File: config.mk
export PLATFORM = sky130hd
export DESIGN_NAME = rx_addr_classifier
export DESIGN_NICKNAME = d
export VERILOG_FILES = /design/src/rtl/rxac_pkg.sv /design/src/rtl/rxac_regs.sv /design/src/rtl/rxac_match.sv /design/src/rtl/rxac_decide.sv /design/src/rtl/rx_addr_classifier.sv
export SDC_FILE = /design/constraint.sdc
export NUM_CORES = 2
export LEC_CHECK = 0
export BUFFER_PORTS_ARGS = -buffer_cell sky130_fd_sc_hd__buf_4
export CAP_MARGIN = 20
export CORE_MARGIN = 2
export CORE_UTILIZATION = 45
export CTS_CLUSTER_SIZE = 28
export DETAILED_ROUTE_END_ITERATION = 8
export PLACE_DENSITY = 0.63
export SLEW_MARGIN = 5
export SYNTH_ARGS = -nofsm -noshare
export SYNTH_HDL_FRONTEND = slang
export SYNTH_HIERARCHICAL = 1
export SYNTH_SLANG_ARGS = --single-unit
File: constraint.sdc
create_clock -name clk -period 5.51 [get_ports clk]
set_input_delay 1.3775 -clock clk [delete_from_list [all_inputs] [get_ports clk]]
set_output_delay 1.3775 -clock clk [all_outputs]
set_load 0.02 [all_outputs]
File: src/rtl/rxac_pkg.sv
package rxac_pkg;
    localparam int ENTRIES   = 32;
    localparam int CHANS     = 8;
    localparam int MAC_W     = 48;
    localparam int HASH_W    = 6;
    localparam int REG_W     = 32;
    localparam int IDX_W     = $clog2(ENTRIES);
    localparam int CH_W      = $clog2(CHANS);
    localparam int HASH_N    = 1 << HASH_W;
    localparam int FOLDS     = MAC_W / HASH_W;
    localparam int LO_W      = 16;
    localparam int HI_W      = MAC_W - LO_W;
    localparam int GROUP_BIT = 40;

    // field positions inside write words
    localparam int F_CH_LSB   = 16;
    localparam int F_VALID    = 24;
    localparam int F_DROP     = 25;
    localparam int C_BC_EN    = 0;
    localparam int C_BC_CH    = 8;
    localparam int C_MC_EN    = 16;
    localparam int C_MC_CH    = 24;

    typedef logic [MAC_W-1:0] mac_t;
    typedef logic [CH_W-1:0]  chan_t;

    typedef enum logic [2:0] {
        SEL_INDEX   = 3'd0,
        SEL_ADDR_HI = 3'd1,
        SEL_ADDR_LO = 3'd2,
        SEL_HASH_LO = 3'd3,
        SEL_HASH_HI = 3'd4,
        SEL_UC_SET  = 3'd5,
        SEL_UC_CLR  = 3'd6,
        SEL_CFG     = 3'd7
    } reg_sel_e;

    typedef struct packed {
        logic  valid;
        logic  drop;
        chan_t chan;
        mac_t  mac;
    } entry_t;

    typedef struct packed {
        logic  bc_en;
        chan_t bc_ch;
        logic  mc_en;
        chan_t mc_ch;
    } rx_cfg_t;

    typedef struct packed {
        logic  valid;
        logic  filt;
        logic  bc;
        logic  mc;
        logic  uc;
        chan_t bc_ch;
        chan_t mc_ch;
        chan_t uc_ch;
    } stage_t;

    function automatic logic [HASH_W-1:0] fold_hash(input mac_t a);
        logic [HASH_W-1:0] acc;
        acc = '0;
        for (int g = 0; g < FOLDS; g++)
            acc = acc ^ a[g*HASH_W +: HASH_W];
        return acc;
    endfunction

    function automatic logic is_bcast(input mac_t a);
        return &a;
    endfunction
endpackage

File: src/rtl/rxac_regs.sv
module rxac_regs
    import rxac_pkg::*;
(
    input  logic              clk,
    input  logic              rst,
    input  logic              wr_en,
    input  logic [2:0]        wr_sel,
    input  logic [REG_W-1:0]  wr_data,
    output entry_t            tbl_o [ENTRIES],
    output logic [HASH_N-1:0] hash_o,
    output logic [CHANS-1:0]  uc_en_o,
    output rx_cfg_t           cfg_o
);
    logic [IDX_W-1:0] idx_q;
    logic [HI_W-1:0]  hi_q;

    always_ff @(posedge clk) begin
        if (rst) begin
            idx_q   <= '0;
            hi_q    <= '0;
            hash_o  <= '0;
            uc_en_o <= '0;
            cfg_o   <= '0;
            for (int i = 0; i < ENTRIES; i++) tbl_o[i] <= '0;
        end else if (wr_en) begin
            case (reg_sel_e'(wr_sel))
                SEL_INDEX:   idx_q <= wr_data[IDX_W-1:0];
                SEL_ADDR_HI: hi_q  <= wr_data[HI_W-1:0];
                SEL_ADDR_LO: tbl_o[idx_q] <= '{valid: wr_data[F_VALID],
                                               drop:  wr_data[F_DROP],
                                               chan:  wr_data[F_CH_LSB +: CH_W],
                                               mac:   {hi_q, wr_data[LO_W-1:0]}};
                SEL_HASH_LO: hash_o[REG_W-1:0]      <= wr_data;
                SEL_HASH_HI: hash_o[HASH_N-1:REG_W] <= wr_data;
                SEL_UC_SET:  uc_en_o <= uc_en_o | wr_data[CHANS-1:0];
                SEL_UC_CLR:  uc_en_o <= uc_en_o & ~wr_data[CHANS-1:0];
                SEL_CFG:     cfg_o <= '{bc_en: wr_data[C_BC_EN],
                                        bc_ch: wr_data[C_BC_CH +: CH_W],
                                        mc_en: wr_data[C_MC_EN],
                                        mc_ch: wr_data[C_MC_CH +: CH_W]};
                default: ;
            endcase
        end
    end
endmodule

File: src/rtl/rxac_match.sv
module rxac_match
    import rxac_pkg::*;
(
    input  logic              clk,
    input  logic              rst,
    input  logic              strobe_i,
    input  mac_t              mac_i,
    input  entry_t            tbl_i [ENTRIES],
    input  logic [HASH_N-1:0] hash_i,
    input  logic [CHANS-1:0]  uc_en_i,
    input  rx_cfg_t           cfg_i,
    output stage_t            st_o
);
    logic [ENTRIES-1:0] hit;
    logic  filt, uc;
    chan_t uc_ch;

    for (genvar g = 0; g < ENTRIES; g++) begin : g_cmp
        assign hit[g] = tbl_i[g].valid && (tbl_i[g].mac == mac_i);
    end

    // descending scan so the lowest matching index is left standing
    always_comb begin
        filt  = 1'b0;
        uc    = 1'b0;
        uc_ch = '0;
        for (int i = ENTRIES - 1; i >= 0; i--) begin
            if (hit[i]) begin
                if (tbl_i[i].drop) begin
                    filt = 1'b1;
                end else if (uc_en_i[tbl_i[i].chan]) begin
                    uc    = 1'b1;
                    uc_ch = tbl_i[i].chan;
                end
            end
        end
    end

    always_ff @(posedge clk) begin
        if (rst) begin
            st_o <= '0;
        end else begin
            st_o <= '{valid: strobe_i,
                      filt:  filt,
                      bc:    is_bcast(mac_i) && cfg_i.bc_en,
                      mc:    mac_i[GROUP_BIT] && cfg_i.mc_en && hash_i[fold_hash(mac_i)],
                      uc:    uc,
                      bc_ch: cfg_i.bc_ch,
                      mc_ch: cfg_i.mc_ch,
                      uc_ch: uc_ch};
        end
    end
endmodule

File: src/rtl/rxac_decide.sv
module rxac_decide
    import rxac_pkg::*;
(
    input  logic   clk,
    input  logic   rst,
    input  stage_t st_i,
    output logic   res_valid_o,
    output logic   res_accept_o,
    output chan_t  res_chan_o
);
    always_ff @(posedge clk) begin
        if (rst) begin
            res_valid_o  <= 1'b0;
            res_accept_o <= 1'b0;
            res_chan_o   <= '0;
        end else begin
            res_valid_o  <= st_i.valid;
            res_accept_o <= 1'b0;
            res_chan_o   <= '0;
            if (st_i.valid && !st_i.filt) begin
                if (st_i.bc) begin
                    res_accept_o <= 1'b1;
                    res_chan_o   <= st_i.bc_ch;
                end else if (st_i.mc) begin
                    res_accept_o <= 1'b1;
                    res_chan_o   <= st_i.mc_ch;
                end else if (st_i.uc) begin
                    res_accept_o <= 1'b1;
                    res_chan_o   <= st_i.uc_ch;
                end
            end
        end
    end
endmodule

File: src/rtl/rx_addr_classifier.sv
module rx_addr_classifier
    import rxac_pkg::*;
(
    input  logic                  clk,
    input  logic                  rst,
    input  logic                  wr_en,
    input  logic [2:0]            wr_sel,
    input  logic [REG_W-1:0]      wr_data,
    input  logic                  in_strobe,
    input  logic [MAC_W-1:0]      in_mac,
    output logic                  res_valid,
    output logic                  res_accept,
    output logic [CH_W-1:0]       res_chan
);
    entry_t            tbl [ENTRIES];
    logic [HASH_N-1:0] hash;
    logic [CHANS-1:0]  uc_en;
    rx_cfg_t           cfg;
    stage_t            st;

    rxac_regs u_regs (
        .clk     (clk),
        .rst     (rst),
        .wr_en   (wr_en),
        .wr_sel  (wr_sel),
        .wr_data (wr_data),
        .tbl_o   (tbl),
        .hash_o  (hash),
        .uc_en_o (uc_en),
        .cfg_o   (cfg)
    );

    rxac_match u_match (
        .clk      (clk),
        .rst      (rst),
        .strobe_i (in_strobe),
        .mac_i    (in_mac),
        .tbl_i    (tbl),
        .hash_i   (hash),
        .uc_en_i  (uc_en),
        .cfg_i    (cfg),
        .st_o     (st)
    );

    rxac_decide u_decide (
        .clk          (clk),
        .rst          (rst),
        .st_i         (st),
        .res_valid_o  (res_valid),
        .res_accept_o (res_accept),
        .res_chan_o   (res_chan)
    );
endmodule

### After elaboration in Yosys (flattened, before gate mapping)

Index checks and enable logic that the tools add are counted.

| cells by class | value |
|---|---|
| order comparisons | 35 |
| eq/ne operators | 39 |
| muxes and demuxes | 332 |
| bitwise logic cells | 12 |
| reductions and logical operators | 49 |

Operator list:

| cell | number |
|---|---|
| $bwmux 1696 | 1 |
| $eq 48x48->1 | 32 |
| $mux 3 | 99 |
| $demux 53 s5 | 1 |
| $mux 1 | 196 |
| $lt 3x4->1 const B | 32 |
| $bmux 1 s3 | 32 |
| $mux 53 | 1 |
| $reduce_and 48->1 | 1 |
| $xor 6x6->6 | 7 |
| $logic_and 1x1->1 | 37 |
| $pmux 8 s2 | 1 |
| $reduce_and 2->1 | 7 |
| $eq 3x3->1 const B | 4 |
| $and 8x8->8 | 1 |
| $not 8->8 | 1 |
| $or 8x8->8 | 1 |
| $lt 6x7->1 const B | 1 |
| $bmux 1 s6 | 1 |
| $eq 3x2->1 const B | 2 |
| $ge 6x6->1 const B | 1 |
| $lt 6x1->1 const B | 1 |
| $not 5->6 | 1 |
| $eq 3x1->1 const B | 1 |
| other kinds (5) | 5 |

| word-level totals | value |
|---|---|
| register bits | 1,832 |
| input bits | 87 |
| word-level logic and storage cells | 615 |

### Logic depth before layout (Yosys ltp)

| depth | value |
|---|---|
| word-level depth | 98 |
| depth in mapped cells | 14 |
| depth with buffers taken out | 10 |

### By module

Netlist, hierarchy kept.

By module, submodules not included:

| module | instances | cells each | area an instance (µm²) |
|---|---|---|---|
| rxac_regs | 1 | 6,251 | 69,671.8 |
| rxac_match | 1 | 3,095 | 24,308.3 |
| rxac_decide | 1 | 21 | 201.4 |

### Worst setup path before layout

No wires, ideal clock.

| timing | value |
|---|---|
| kind | input to register |
| from | in in_mac[9] |
| to | reg u_match/st_o[1] (netlist name) |
| library setup time | 0.125 ns |
| arrival | 4.116 ns |
| required time | 5.385 ns |
| setup slack | 1.268 ns |
| stages | 14 |
| buffers on the path | 4 |
| cell sequence | buf_2 buf_2 buf_2 buf_2 xnor2_1 nand4_1 nor3_1 nand4_1 nor4_1 nor2_1 and3_1 a2111o_1 a2bb2oi_1 o31ai_1 |

| on the way | value |
|---|---|
| longest elaborated chain between the ends | 96 |
| elaborated cells on any way between the ends | 158 |

Ends and longest elaborated chain:

| what | line | source |
|---|---|---|
| start: declaration | rx_addr_classifier.sv:10 | `input logic [MAC_W-1:0] in_mac,` |
| $eq 48x48->1 | rxac_match.sv:19 | `assign hit[g] = tbl_i[g].valid && (tbl_i[g].mac == mac_i);` |
| $logic_and 1x1->1 | rxac_match.sv:19 |  |
| $mux 3 | rxac_match.sv:28 | `if (hit[i]) begin` |
| $mux 3 | rxac_match.sv:31 | `end else if (uc_en_i[tbl_i[i].chan]) begin` |
| $mux 3 | rxac_match.sv:29 | `if (tbl_i[i].drop) begin` |
| $mux 3 | rxac_match.sv:28 |  |
| $mux 3 | rxac_match.sv:31 |  |
| $mux 3 | rxac_match.sv:29 |  |
| [80 not listed] | n/a |  |
| $mux 3 | rxac_match.sv:29 |  |
| $mux 3 | rxac_match.sv:28 |  |
| $mux 3 | rxac_match.sv:31 |  |
| $mux 3 | rxac_match.sv:29 |  |
| $mux 3 | rxac_match.sv:28 |  |
| $mux 3 | rxac_match.sv:31 |  |
| $mux 3 | rxac_match.sv:29 |  |
| $mux 3 (*) | rxac_match.sv:28 |  |
| end signal: assignment | rxac_match.sv:43 | `st_o <= '{valid: strobe_i,` |
| end: declaration | rxac_match.sv:12 | `output stage_t st_o` |

Every way passes the cells marked *; elsewhere a longest branch is shown, timed or not.
A chain may end at the register's enable or synchronous reset.

### Worst setup path in the final report

| timing | value |
|---|---|
| from | in in_mac[17] |
| to | reg u_match/st_o[2] (netlist name) |

The elaborated chain is that of the path after synthesis.

==> flow_summary.html <==
<table>
<tr><th>Metric</th><th>Value</th></tr>
<tr><th colspan="2">Route</th></tr>
<tr><td>Routed wire per std cell</td><td>approximately 31 microns</td></tr>
<tr><td>Total wirelength of the detailed-routed design</td><td>383000 microns</td></tr>
<tr><td>Routed vias/inst</td><td>about 6</td></tr>
<tr><td>First drt pass iteration count</td><td>7</td></tr>
<tr><td>Remaining routing DRC violations</td><td>0</td></tr>
<tr><td>Number of DRC violations after detailed-routing iteration 0</td><td>9047</td></tr>
<tr><td>Final ANT Viol Nets</td><td>0</td></tr>
<tr><td>Vias post-DR</td><td>72900</td></tr>
<tr><th colspan="2">Critical path</th></tr>
<tr><td>Startpoint Class</td><td>input port</td></tr>
<tr><td>Top Family by Delay on Critical Path</td><td>buffers and inverters</td></tr>
<tr><td>List of cells traversed by the critical path</td><td>buf_4 &gt; clkinv_1 &gt; buf_4 &gt; o2bb2ai_1 &gt; nor4_1 &gt; nand4_1 &gt; nor4_2 &gt; buf_4 &gt; nor2b_1 &gt; buf_4 &gt; a221oi_1 &gt; o311ai_0 &gt; o211a_1 &gt; a21oi_1</td></tr>
<tr><td>Signal arrival time at the worst endpoint</td><td>around 5.6 ns</td></tr>
<tr><td>Startpoint of the worst register-to-register path</td><td>u_regs/tbl_o[1312]</td></tr>
<tr><td>Count of buffering cells on the critical path with inverters included</td><td>5</td></tr>
<tr><td>CP max stage delay</td><td>~0.74 ns</td></tr>
<tr><td>Setup crit start</td><td>in_mac[17]</td></tr>
<tr><td>Crit path max fanout</td><td>16</td></tr>
<tr><td>Start-to-end type of the worst setup path</td><td>input port to flip-flop</td></tr>
<tr><td>Worst setup EP type</td><td>flip-flop</td></tr>
<tr><td>Cell repeated most along the worst path</td><td>buf_4</td></tr>
<tr><td>Critical Path Slowest Stage Cell</td><td>nor4_2</td></tr>
<tr><td>CP Data Required Time</td><td>6.28 ns</td></tr>
<tr><th colspan="2">Power</th></tr>
<tr><td>Sequential share of power</td><td>between 40 and 50%</td></tr>
<tr><td>Fraction of power consumed by combinational cells</td><td>9.0%</td></tr>
<tr><td>Int Power</td><td>22.1 mW</td></tr>
<tr><td>Cell leakage power</td><td>between 40 and 50 nW</td></tr>
<tr><td>Sw Ratio</td><td>between 20% and 30%</td></tr>
<tr><td>Overall Power</td><td>29.8 mW</td></tr>
<tr><td>Switching power total</td><td>7.71 mW</td></tr>
<tr><td>Clock power share</td><td>between 40% and 50%</td></tr>
<tr><td>Largest vdd supply drop</td><td>approximately 300 uV</td></tr>
<tr><td>Power per cell area</td><td>between 200 and 300 nW/um^2</td></tr>
<tr><th colspan="2">Synth</th></tr>
<tr><td>Portion of synthesized cell area occupied by the leading cell type</td><td>between 30% and 40%</td></tr>
<tr><td>Synth cell types</td><td>approximately 80</td></tr>
<tr><td>Ys async rst share</td><td>0%</td></tr>
<tr><td>Fraction of the yosys area taken by sequential cells</td><td>between 30% and 40%</td></tr>
<tr><td>Avg Synthesized Cell Area</td><td>between 10 and 15 sq um</td></tr>
<tr><td>Register bit total from synthesis</td><td>1832</td></tr>
<tr><td>Leading post-synthesis cells by cell area</td><td>dfxtp_1, mux2i_1, nand2b_1</td></tr>
<tr><td>Arithmetic-cell share of the synthesized area counting full adders, half adders and majority gates</td><td>0%</td></tr>
<tr><td>Number of flops mapped to enable cells by yosys</td><td>0</td></tr>
<tr><td>Cell type with the largest total area after synthesis</td><td>dfxtp_1</td></tr>
<tr><td>Fraction of synthesized cell area in xor and xnor cells</td><td>about an eighth</td></tr>
<tr><td>Portion of netlist area occupied by mux cells</td><td>just over 20%</td></tr>
<tr><td>Synthesis Warnings</td><td>6</td></tr>
<tr><td>Cells after synthesis</td><td>9367</td></tr>
<tr><td>Number of nets in the synthesized netlist</td><td>around 9500</td></tr>
<tr><td>Simple-gate portion of the synthesized area</td><td>18.7%</td></tr>
<tr><td>Compound-Gate Fraction of Synth Area</td><td>under 10%</td></tr>
<tr><td>Leading register cell type out of synthesis</td><td>dfxtp_1</td></tr>
<tr><td>Synthesized cell area</td><td>94200 sq um</td></tr>
<tr><td>Main combinational cell family by area after synthesis</td><td>multiplexers</td></tr>
<tr><th colspan="2">Clock tree</th></tr>
<tr><td>Buffers inserted during post-CTS setup optimization</td><td>0</td></tr>
<tr><td>Inserted Clock Buffers</td><td>198</td></tr>
<tr><td>Number of sinks handled by clock tree synthesis</td><td>approximately 1800</td></tr>
<tr><td>Clock latency on the worst-skew pair</td><td>around 0.88 ns</td></tr>
<tr><td>Level count of the clock H-tree</td><td>4</td></tr>
<tr><td>Quantity of gates resized following cts</td><td>0</td></tr>
<tr><td>Clock transition at the registers of the reported paths</td><td>0.06 ns</td></tr>
<tr><td>Clock tree root buffer cell</td><td>clkbuf_16</td></tr>
<tr><td># hold bufs at CTS</td><td>0</td></tr>
<tr><td>Clock tree from TritonCTS</td><td>built</td></tr>
<tr><td>Max Root-Sink Buffers</td><td>3</td></tr>
<tr><th colspan="2">Timing</th></tr>
<tr><td>Final cycle utilization of the critical path</td><td>between 80 and 90%</td></tr>
<tr><td>Setup repair after global routing missed its margin</td><td>false</td></tr>
<tr><td>Peak clock frequency supported by timing</td><td>0.207 GHz</td></tr>
<tr><td>Layout Skew</td><td>just under 0.05 ns</td></tr>
<tr><td>Worst-case headroom to the max-slew limit</td><td>17.5%</td></tr>
<tr><td>Hold slack final</td><td>roughly 0.45 ns</td></tr>
<tr><td>Worst Tran Pin Value</td><td>around 1.2 ns</td></tr>
<tr><td>Final Max Tran Viols</td><td>0</td></tr>
<tr><td>Total setup violations reported at the end of the flow</td><td>0</td></tr>
<tr><td>Final-report hold violation count</td><td>0</td></tr>
<tr><td>Time the worst path needs with I/O delays and setup</td><td>4.84 ns</td></tr>
<tr><td>Total Neg Setup Slack</td><td>0 ns</td></tr>
<tr><th colspan="2">Finish</th></tr>
<tr><td>Post-layout nets</td><td>9336</td></tr>
<tr><td>Synth-to-Final Area Change</td><td>11.0%</td></tr>
<tr><td>Commonest cells after routing, fill and taps aside</td><td>dfxtp_1, nand2b_1, mux2i_1</td></tr>
<tr><td>Most common library cell in the layout ignoring fill and taps</td><td>dfxtp_1</td></tr>
<tr><td>Layout cell share with drive strength beyond 1</td><td>~11%</td></tr>
<tr><th colspan="2">Global routing</th></tr>
<tr><td>First-pass GRT wire length</td><td>534000 microns</td></tr>
<tr><td>Grt ovf</td><td>0</td></tr>
<tr><td>Pin count of the biggest net entering global routing</td><td>between 200 and 300</td></tr>
<tr><td>Overall Global Routing Usage</td><td>roughly a third</td></tr>
<tr><td>Number of antenna violations at the first check in global routing</td><td>17</td></tr>
<tr><td>Via count of the first global-routing pass</td><td>between 70000 and 80000</td></tr>
<tr><th colspan="2">Floorplan</th></tr>
<tr><td>Die outline area</td><td>between 200000 and 250000 sq um</td></tr>
<tr><td>Starting density of the core</td><td>45.4%</td></tr>
<tr><td>Placeable core region</td><td>207000 sq um</td></tr>
<tr><td>Vertical extent of the die</td><td>about 460 microns</td></tr>
<tr><td>Floorplan die width</td><td>around 460 microns</td></tr>
<tr><td>IO Count</td><td>between 90 and 100</td></tr>
<tr><td>Rows</td><td>between 150 and 200</td></tr>
<tr><th colspan="2">Hold path</th></tr>
<tr><td>Start point of the worst hold path</td><td>u_regs/hash_o[6]</td></tr>
<tr><td>Path type of the worst min-delay path</td><td>flip-flop to flip-flop</td></tr>
<tr><th colspan="2">Place</th></tr>
<tr><td>Final RePlAce weighted congestion</td><td>around 0.97</td></tr>
<tr><td>Count of buffers inserted at the top-level ports</td><td>just over 90</td></tr>
<tr><td>Detailed Place HPWL</td><td>239000 microns</td></tr>
<tr><th colspan="2">Run</th></tr>
<tr><td>Max-cap violation count</td><td>0</td></tr>
<tr><th colspan="2">Status</th></tr>
<tr><td>Run status</td><td>finished clean</td></tr>
</table>
## through the flow
stage / std cells / instance area (sq um) / utilization, % / worst slack, ns
after floorplan: 9367 / 94200 / - / 1.27
after global placement: 11800 / 97700 / 47.1 / -0.703
after detailed placement: 11800 / 97800 / 47.1 / 0.0751
after CTS: 12200 / 104000 / 50.4 / 0.948
after global routing: 12200 / 105000 / 50.4 / 0.722
final: 12200 / 105000 / 50.4 / 0.669
## synthesized netlist by cell type, types with 10 or more instances
cell type	instances
o2111ai_1	28
nor3_1	53
a221oi_1	25
nand3_1	87
nand3b_1	10
buf_6	168
buf_2	126
nand2_1	289
o2bb2ai_1	18
and4_1	11
nor2_1	73
o21ai_0	29
dfxtp_1	1832
mux4_2	85
o211ai_1	11
clkbuf_1	420
nand4_1	204
xor2_1	676
nor4_1	215
a22o_1	13
mux2_2	17
nand2b_1	1838
or4_1	17
buf_4	103
a31oi_1	15
a2111oi_0	19
o22ai_1	31
mux2i_1	1728
o221ai_1	18
xnor2_1	700
a21oi_1	141
a211oi_1	17
and2_1	15
nor2b_1	58
inv_1	106
## worst min-delay path: cells and delay by family (launching register included)
family | cells | cell delay (ns)
compound gates | 1 | 0.05
simple gates | 1 | 0.05
flops | 1 | 0.31
## path summary, 6_finish.rpt
check                     end  slack [ns]  depth (start not counted)
max reg2reg   u_match/st_o[0]        1.65                         10
max           u_match/st_o[2]        0.67                         14
min          u_regs/hash_o[6]        0.45                          2
min reg2reg  u_regs/hash_o[6]        0.45                          2
## sequential cells by signal (all words and copies together) (netlist names), named ones only
| signal | cells |
|---|---|
| u_decide/res_chan_o | 3 |
| u_regs/tbl_o | 1696 |
| u_match/st_o | 14 |
| u_decide/res_accept_o | 1 |
| u_regs/cfg_o | 8 |
| u_regs/idx_q | 5 |
| u_regs/hash_o | 64 |
| u_regs/hi_q | 32 |
| u_decide/res_valid_o | 1 |
## final cells by class
type / instances / area, sq um
diodes: 6 / 15.0
inverters: 115 / 432
well taps: 2788 / 3490
flip-flops and latches: 1832 / 36700
repair buffers: 508 / 4490
clock inverters: 67 / 882
multi-input cells: 6594 / 52800
clock buffers: 287 / 5780
fillers: 18700 / 103000
## routing by layer
metal | vias up | GRT usage, % | wire [microns]
li1 | 31400 | - | -
met1 | 36500 | 45.6 | 153000
met2 | 3942 | 53.9 | 168000
met3 | 1112 | 6.09 | 34800
met4 | 12 | 21.3 | 27200
met5 | - | 0 | 71
## kinds of logic after synthesis
group,count (synthesis)
AOI/OAI and AO/OA,447
DFF,1832
and+or+nand+nor,2941
buffers and inverters,941
xor gates and xnor gates,1376
muxes,1830
## power by group through the flow
stage | registers (mW) | clock network, mW | logic [mW]
global placement | 13.6 | 0 | 2.58
floorplan | 13.6 | 0 | 1.44
detailed placement | 13.6 | 0 | 2.58
global route | 13.3 | 14.5 | 2.68
CTS | 13.3 | 13.9 | 2.59
finish | 13.3 | 13.9 | 2.68
Power figures use the tool's default switching activity.
